[config.mk]
export PLATFORM = sky130hd
export DESIGN_NAME = clk12_chain
export DESIGN_NICKNAME = d
export VERILOG_FILES = /design/src/rtl/clk12_pkg.sv /design/src/rtl/bcd_digit.sv /design/src/rtl/sixty_stage.sv /design/src/rtl/hour_stage.sv /design/src/rtl/clk12_chain.sv
export SDC_FILE = /design/constraint.sdc
export NUM_CORES = 1
export LEC_CHECK = 0
export CORE_MARGIN = 4
export CORE_UTILIZATION = 54
export DETAILED_ROUTE_END_ITERATION = 7
export DONT_BUFFER_PORTS = 1
export GPL_TIMING_DRIVEN = 0
export PLACE_DENSITY = 0.69
export SETUP_SLACK_MARGIN = 0.02
export SYNTH_ARGS = -nofsm -noshare
export SYNTH_HDL_FRONTEND = slang
export SYNTH_SLANG_ARGS = --single-unit
[constraint.sdc]
create_clock -name clk -period 2.13 [get_ports clk]
set_clock_uncertainty 0.1 [all_clocks]
set_input_delay 0.426 -clock clk [delete_from_list [all_inputs] [get_ports clk]]
set_output_delay 0.426 -clock clk [all_outputs]
set_load 0.01 [all_outputs]
[src/rtl/clk12_pkg.sv]
package clk12_pkg;

    localparam int DIGIT_W = 4;

    typedef logic [DIGIT_W-1:0] bcd_t;

    typedef struct packed {
        bcd_t tens;
        bcd_t units;
    } pair_t;

    typedef struct packed {
        logic tens;
        bcd_t units;
    } hour_t;

    localparam bcd_t DEC_LAST    = 4'd9;
    localparam bcd_t SEXT_LAST   = 4'd5;
    localparam bcd_t ZERO_DIGIT  = 4'd0;
    localparam bcd_t HR_TOP_UNIT = 4'd2;
    localparam bcd_t HR_RELOAD   = 4'd1;

    function automatic bcd_t bcd_next(bcd_t v, bcd_t last, bcd_t first);
        return (v == last) ? first : v + 4'd1;
    endfunction

endpackage

[src/rtl/bcd_digit.sv]
module bcd_digit
    import clk12_pkg::*;
#(
    parameter bcd_t LAST  = DEC_LAST,
    parameter bcd_t FIRST = ZERO_DIGIT,
    parameter bcd_t INIT  = ZERO_DIGIT
) (
    input  logic clk,
    input  logic rst,
    input  logic en,
    output bcd_t q,
    output logic at_last
);

    always_ff @(posedge clk) begin
        if (rst)
            q <= INIT;
        else if (en)
            q <= bcd_next(q, LAST, FIRST);
    end

    assign at_last = (q == LAST);

endmodule

[src/rtl/sixty_stage.sv]
module sixty_stage
    import clk12_pkg::*;
(
    input  logic  clk,
    input  logic  rst,
    input  logic  en,
    output pair_t val,
    output logic  carry
);

    localparam int NDIG = 2;

    logic [NDIG-1:0] dig_en;
    logic [NDIG-1:0] dig_last;
    bcd_t            dig_q [NDIG];

    generate
        for (genvar i = 0; i < NDIG; i++) begin : g_dig
            localparam bcd_t LIM = (i == 0) ? DEC_LAST : SEXT_LAST;
            if (i == 0) begin : g_first
                assign dig_en[i] = en;
            end else begin : g_next
                assign dig_en[i] = dig_en[i-1] & dig_last[i-1];
            end
            bcd_digit #(
                .LAST (LIM),
                .FIRST(ZERO_DIGIT),
                .INIT (ZERO_DIGIT)
            ) u_digit (
                .clk    (clk),
                .rst    (rst),
                .en     (dig_en[i]),
                .q      (dig_q[i]),
                .at_last(dig_last[i])
            );
        end
    endgenerate

    assign val.units = dig_q[0];
    assign val.tens  = dig_q[1];
    assign carry     = dig_en[NDIG-1] & dig_last[NDIG-1];

endmodule

[src/rtl/hour_stage.sv]
module hour_stage
    import clk12_pkg::*;
(
    input  logic  clk,
    input  logic  rst,
    input  logic  en,
    output hour_t val,
    output logic  carry
);

    hour_t cur, nxt;
    logic  at_top;

    assign at_top = cur.tens && (cur.units == HR_TOP_UNIT);

    always_comb begin
        nxt = cur;
        if (at_top) begin
            nxt.tens  = 1'b0;
            nxt.units = HR_RELOAD;
        end else if (cur.units == DEC_LAST) begin
            nxt.tens  = 1'b1;
            nxt.units = ZERO_DIGIT;
        end else begin
            nxt.units = cur.units + 4'd1;
        end
    end

    always_ff @(posedge clk) begin
        if (rst) begin
            cur.tens  <= 1'b1;
            cur.units <= HR_TOP_UNIT;
        end else if (en) begin
            cur <= nxt;
        end
    end

    assign val   = cur;
    assign carry = en & at_top;

endmodule

[src/rtl/clk12_chain.sv]
module clk12_chain
    import clk12_pkg::*;
(
    input  logic       clk,
    input  logic       rst,
    input  logic       tick,
    output logic [3:0] sec_units,
    output logic [3:0] sec_tens,
    output logic [3:0] min_units,
    output logic [3:0] min_tens,
    output logic [3:0] hr_units,
    output logic       hr_tens,
    output logic       sec_carry,
    output logic       min_carry,
    output logic       hr_carry
);

    pair_t sec_v, min_v;
    hour_t hr_v;

    sixty_stage u_sec (
        .clk  (clk),
        .rst  (rst),
        .en   (tick),
        .val  (sec_v),
        .carry(sec_carry)
    );

    sixty_stage u_min (
        .clk  (clk),
        .rst  (rst),
        .en   (sec_carry),
        .val  (min_v),
        .carry(min_carry)
    );

    hour_stage u_hr (
        .clk  (clk),
        .rst  (rst),
        .en   (min_carry),
        .val  (hr_v),
        .carry(hr_carry)
    );

    assign sec_units = sec_v.units;
    assign sec_tens  = sec_v.tens;
    assign min_units = min_v.units;
    assign min_tens  = min_v.tens;
    assign hr_units  = hr_v.units;
    assign hr_tens   = hr_v.tens;

endmodule

### Yosys cells after proc, flatten, opt, wreduce, memory -nomap -nowiden

Index checks and enable logic that the tools add are counted.

* memories kept: 0
* input bits: 3
* register bits: 21
* memory bits (read-only): 0
* logic and storage cells: 32
* bits in latches: 0
* memory bits (writable): 0

* multipliers: 0
* reductions and logical operators: 3
* add/sub/neg operators: 5
* divide/modulo/power cells: 0
* shifts and indexed selects: 0
* equal/unequal tests: 6
* bitwise logic cells: 5
* muxes and demuxes: 7
* order comparisons: 0

Operators by type and width (number)
* 4-bit by 1-bit adder with 4-bit output, second input constant: 5
* 4-bit 2-to-1 mux: 5
* 4-bit == test, second input constant: 3
* 4-bit by 3-bit == test with 1-bit output, second input constant: 2
* 1-bit AND: 5
* 5-bit 2-to-1 mux: 1
* 4-bit by 2-bit == test with 1-bit output, second input constant: 1
* 2-bit AND reduction: 1
* 2-bit nonzero test: 1
* 1-bit logical AND: 1
* 1-bit 2-to-1 mux: 1

### Depth between registers and ports, before layout

* word-level depth: 6
* gate-level depth with buffers: 5
* mapped depth without buffers: 4

### Hierarchy

A second synthesis with hierarchy kept.

* cell total of the unflattened synthesis: 108
* area, all modules: 1032.2 µm²

By module, submodules not included
* bcd_digit at u_min.g_dig[0].u_digit ...: cells an instance 19, seq. area each 80.1 µm², times used 2, area an instance 191.4 µm²
* bcd_digit at u_min.g_dig[1].u_digit ...: cells an instance 19, seq. area each 80.1 µm², times used 2, area an instance 177.7 µm²
* hour_stage: cells an instance 28, seq. area each 100.1 µm², times used 1, area an instance 269.0 µm²
* sixty_stage: cells an instance 2, seq. area each 0.0 µm², times used 2, area an instance 12.5 µm²

### Worst setup path before layout

No wires, ideal clock.

* kind: register to output
* start: reg u_sec.g_dig[1].u_digit.q[1]
* end: out hr_carry
* cell stages (with the launch flop): 5
* data required time: 1.604 ns
* data arrival time: 1.720 ns
* path slack: -0.116 ns
* cells stage by stage: dfxtp_1 -> nand4bb_4 -> or4_4 -> buf_6 -> nor3_1

* word-level cells in the longest chain between the ends: 5

RTL lines
* from (decl): RTL line bcd_digit.sv:11 `output bcd_t q,`
* from (signal assigned): RTL line bcd_digit.sv:19 `q <= bcd_next(q, LAST, FIRST);`
* 4-bit by 3-bit == test with 1-bit output: RTL line bcd_digit.sv:22 `assign at_last = (q == LAST);`
* 1-bit AND: RTL line sixty_stage.sv:41 `assign carry = dig_en[NDIG-1] & dig_last[NDIG-1];`
* 1-bit AND: RTL line sixty_stage.sv:23 `assign dig_en[i] = dig_en[i-1] & dig_last[i-1];`
* 1-bit AND: RTL line sixty_stage.sv:41
* 1-bit AND: RTL line hour_stage.sv:39 `assign carry = en & at_top;`
* to (decl): RTL line clk12_chain.sv:15 `output logic hr_carry`

Every way passes these cells.

### Worst setup path in the final report

* start: reg u_min.g_dig[0].u_digit.q[2]
* end: out hr_carry

* word-level cells in the longest chain between the ends: 4

RTL lines (RTL line)
* from (decl): bcd_digit.sv:11
* from (signal assigned): bcd_digit.sv:19
* 4-bit == test: bcd_digit.sv:22
* 1-bit AND: sixty_stage.sv:23
* 1-bit AND: sixty_stage.sv:41
* 1-bit AND: hour_stage.sv:39

Every way passes these cells.

==> results.json <==
{
  "syn_inst": 122,
  "synth_top_family_by_area": "simple AND/OR/NAND/NOR gates",
  "drv_slew": 0,
  "p_leak_nw": 0.358,
  "die_y_um": 52.9,
  "antenna_cells": 0,
  "syn-num-nets": 125,
  "avgSynthCellArea_um2": 8.92,
  "violations": "setup timing",
  "ir_worst_vdd_mv": 0.348,
  "antenna_found_initial": 0,
  "outcome": "finished with violations",
  "worstPathMaxFanout": 6,
  "final_core_util_pct": 69.3,
  "drive_gt1_share_pct": 27.7,
  "grt_pass1_wl_mm": 4.28,
  "period_share_pct": 110,
  "clockBufferDepth": 2,
  "num_io_pins": 27,
  "hpwlAfterDp_mm": 1.66,
  "synth.area.mux_share_pct": 0.920,
  "required_ns": 1.60,
  "worst_slew_pin_slew_ns": 0.487,
  "finalSetupViolations": 7,
  "fmax_ghz": 0.426,
  "place_ws_ns": -0.124,
  "drcViolationCount": 0,
  "setup_ws_ns": -0.217,
  "final_cell_mix": "nor2_1 (10), dfxtp_1 (10), dfxtp_2 (9)",
  "drt-initial-drc-count": 17,
  "via_per_inst": 6.15,
  "hold_violations": 0,
  "synth_xor_area_share_pct": 5.63,
  "fp.dieW_um": 52.9,
  "synth_compound_area_share_pct": 16.2,
  "yosysUniqueCellTypes": 39,
  "grt_pass1_vias": 933,
  "synth_warnings": 0,
  "dp.cells": 147,
  "drt-total-wl_mm": 2.46,
  "vias": 954,
  "cts_made_buffers": 3,
  "finalPower_uw": 617,
  "cts.htree.levels": 1,
  "clkSlewWorstSetupHoldPaths_ns": 0.12,
  "hold_buffers": 0,
  "r2r_slack_ns": -0.19,
  "cpMaxStageDelayCell": "or4_4",
  "synthToLayoutAreaGrowth_pct": 16.0,
  "grt_max_degree": 12,
  "syn-cell-area_um2": 1090,
  "tritoncts": "yes",
  "yosysSeqAreaShare_pct": 38.6,
  "synthSimpleGateAreaFrac_pct": 34.0,
  "gp_congestion": 0.755,
  "grt_use_total_pct": 20.9,
  "core_um2": 1820,
  "crit_type": "reg2out",
  "first_pass_iters": 4,
  "clk_root_buffer_cell": "clkbuf_4",
  "slowest_delay_ns": 0.55,
  "hold_class": "in2reg",
  "dieArea_um2": 2800,
  "ant_nets": 0,
  "cap_violations": 0,
  "nets": 134,
  "power_density_nw_per_um2": 489,
  "worstPathArrival_ns": 1.82,
  "slew_headroom_pct": 67.5,
  "io_buffers": 0,
  "synth_fa_ha_area_share_pct": 0,
  "min_period_ns": 2.35,
  "rsz0062_at_grt": "true",
  "instances_no_fill": 155,
  "final.setup.tns_ns": -0.922,
  "endpoint_kind": "primary output",
  "synth.ff_latch_count": 21,
  "clock-sinks": 21,
  "avgRoutedWirePerCell_um": 15.9,
  "initial_utilization_pct": 59.8,
  "cp-start-kind": "flip-flop",
  "insertion_delay_ns": 0.30,
  "placementRows": 15,
  "grt-ovfl-total": 0,
  "crit_path_cell_trace": "nand4bb_4, or4_4, buf_8, nor3_4"
}
==> cells in the mapped netlist <==
master | instances | share of area [%]
a211oi_2 | 1 | 1.1
or3_1 | 4 | 2.3
a31o_2 | 1 | 0.80
xnor2_1 | 4 | 3.2
a311o_1 | 1 | 0.92
a21oi_1 | 7 | 3.2
nor2_1 | 11 | 3.8
o31a_2 | 1 | 0.92
mux2i_1 | 1 | 0.92
nor3_1 | 5 | 2.3
nand4bb_4 | 2 | 5.1
nand3_1 | 2 | 0.92
or4_1 | 2 | 1.4
a211o_1 | 2 | 1.6
and3_1 | 1 | 0.58
or3_2 | 1 | 0.69
buf_2 | 1 | 0.46
nand3b_1 | 1 | 0.69
xor2_1 | 3 | 2.4
nor4_1 | 3 | 1.7
dfxtp_1 | 21 | 39
nand2_1 | 8 | 2.8
nor2b_1 | 4 | 2.3
buf_6 | 1 | 1.0
nand2b_1 | 2 | 1.1
or4_4 | 2 | 2.1
clkbuf_1 | 1 | 0.34
a22oi_1 | 1 | 0.69
nand4_1 | 2 | 1.1
nor4b_1 | 1 | 0.80
a31oi_1 | 2 | 1.1
o31ai_1 | 3 | 2.1
and4bb_2 | 1 | 1.1
o21ai_0 | 5 | 2.3
nand4b_1 | 2 | 1.6
inv_1 | 8 | 2.8
nand4bb_1 | 1 | 1.0
and2_0 | 1 | 0.58
a211oi_1 | 2 | 1.4
==> repair_timing <==
| item | in CTS | in global routing |
|---|---|---|
| setup endpoints to repair | 7 | 10 |
| pin swaps | 7 | 2 |
| resized for setup | 19 | 7 |
| gates cloned | 0 | 0 |
| setup buffers | 5 | 1 |
==> report_power, final <==
group          switching, mW  leakage, nW  internal [mW]  total (mW)
sequential           0.00834        0.175          0.394       0.403
combinational         0.0147        0.168        0.00855      0.0232
clock                  0.119       0.0150         0.0730       0.191
total                  0.142        0.358          0.476       0.617
==> registers in the layout (all words and copies together) (netlist names) <==
signal / count
u_min.g_dig.u_digit.q: 8
u_sec.g_dig.u_digit.q: 8
u_hr.val: 5
==> critical path: cells and delay by family, from the launching register on <==
family / cells / cell delay, ns
flip-flops: 1 / 0.39
AND/OR/NAND/NOR: 3 / 0.99
buffers and inverters: 1 / 0.14
==> layer usage <==
layer / up-vias / wire (um) / GRT usage (%) / share of wire [%]
met5: - / 0 / 0 / 0
met4: 0 / 46 / 10.2 / 1.9
met3: 8 / 193 / 6.76 / 7.8
met2: 32 / 1180 / 33.5 / 48
met1: 450 / 1040 / 24.8 / 42
li1: 464 / - / - / -
==> worst paths after layout <==
| check | depth (start not counted) | endpoint | from |
|---|---|---|---|
| hold reg to reg | 2 | u_min.g_dig[1].u_digit.q[3] | u_min.g_dig[1].u_digit.q[3] |
| setup / recovery | 4 | hr_carry | u_min.g_dig[0].u_digit.q[2] |
| hold / removal | 1 | u_hr.val[4] | rst |
| setup reg to reg | 6 | u_hr.val[2] | u_min.g_dig[0].u_digit.q[2] |
==> metrics by stage <==
| stage | hold WS [ns] | instance area [um^2] |
|---|---|---|
| CTS | 0.117 | 1260 |
| detailed placement | 0.429 | 1120 |
| global route | 0.102 | 1260 |
| finish | 0.125 | 1260 |
| global placement | 0.422 | 1120 |
| floorplan | 0.403 | 1090 |
==> cell families (layout without fill, tap and decap cells) <==
kind of cell | after synthesis | after routing
AO/OA/AOI/OAI | 26 | 26
XOR/XNOR | 7 | 7
buffers and inverters | 11 | 19
flip-flops | 21 | 21
multiplexers | 1 | 1
AND/OR/NAND/NOR | 56 | 56
==> cell type report <==
class                           instances  area, um^2
Fill cell                             161         558
Buffer                                  3        23.8
Timing Repair Buffer                    4        37.5
Inverter                                8        30.0
Clock buffer                            4        26.3
Tap cell                               25        31.3
Sequential cell                        21         439
Multi-Input combinational cell         90         674
Note: power is estimated with default switching activity, not from simulation.
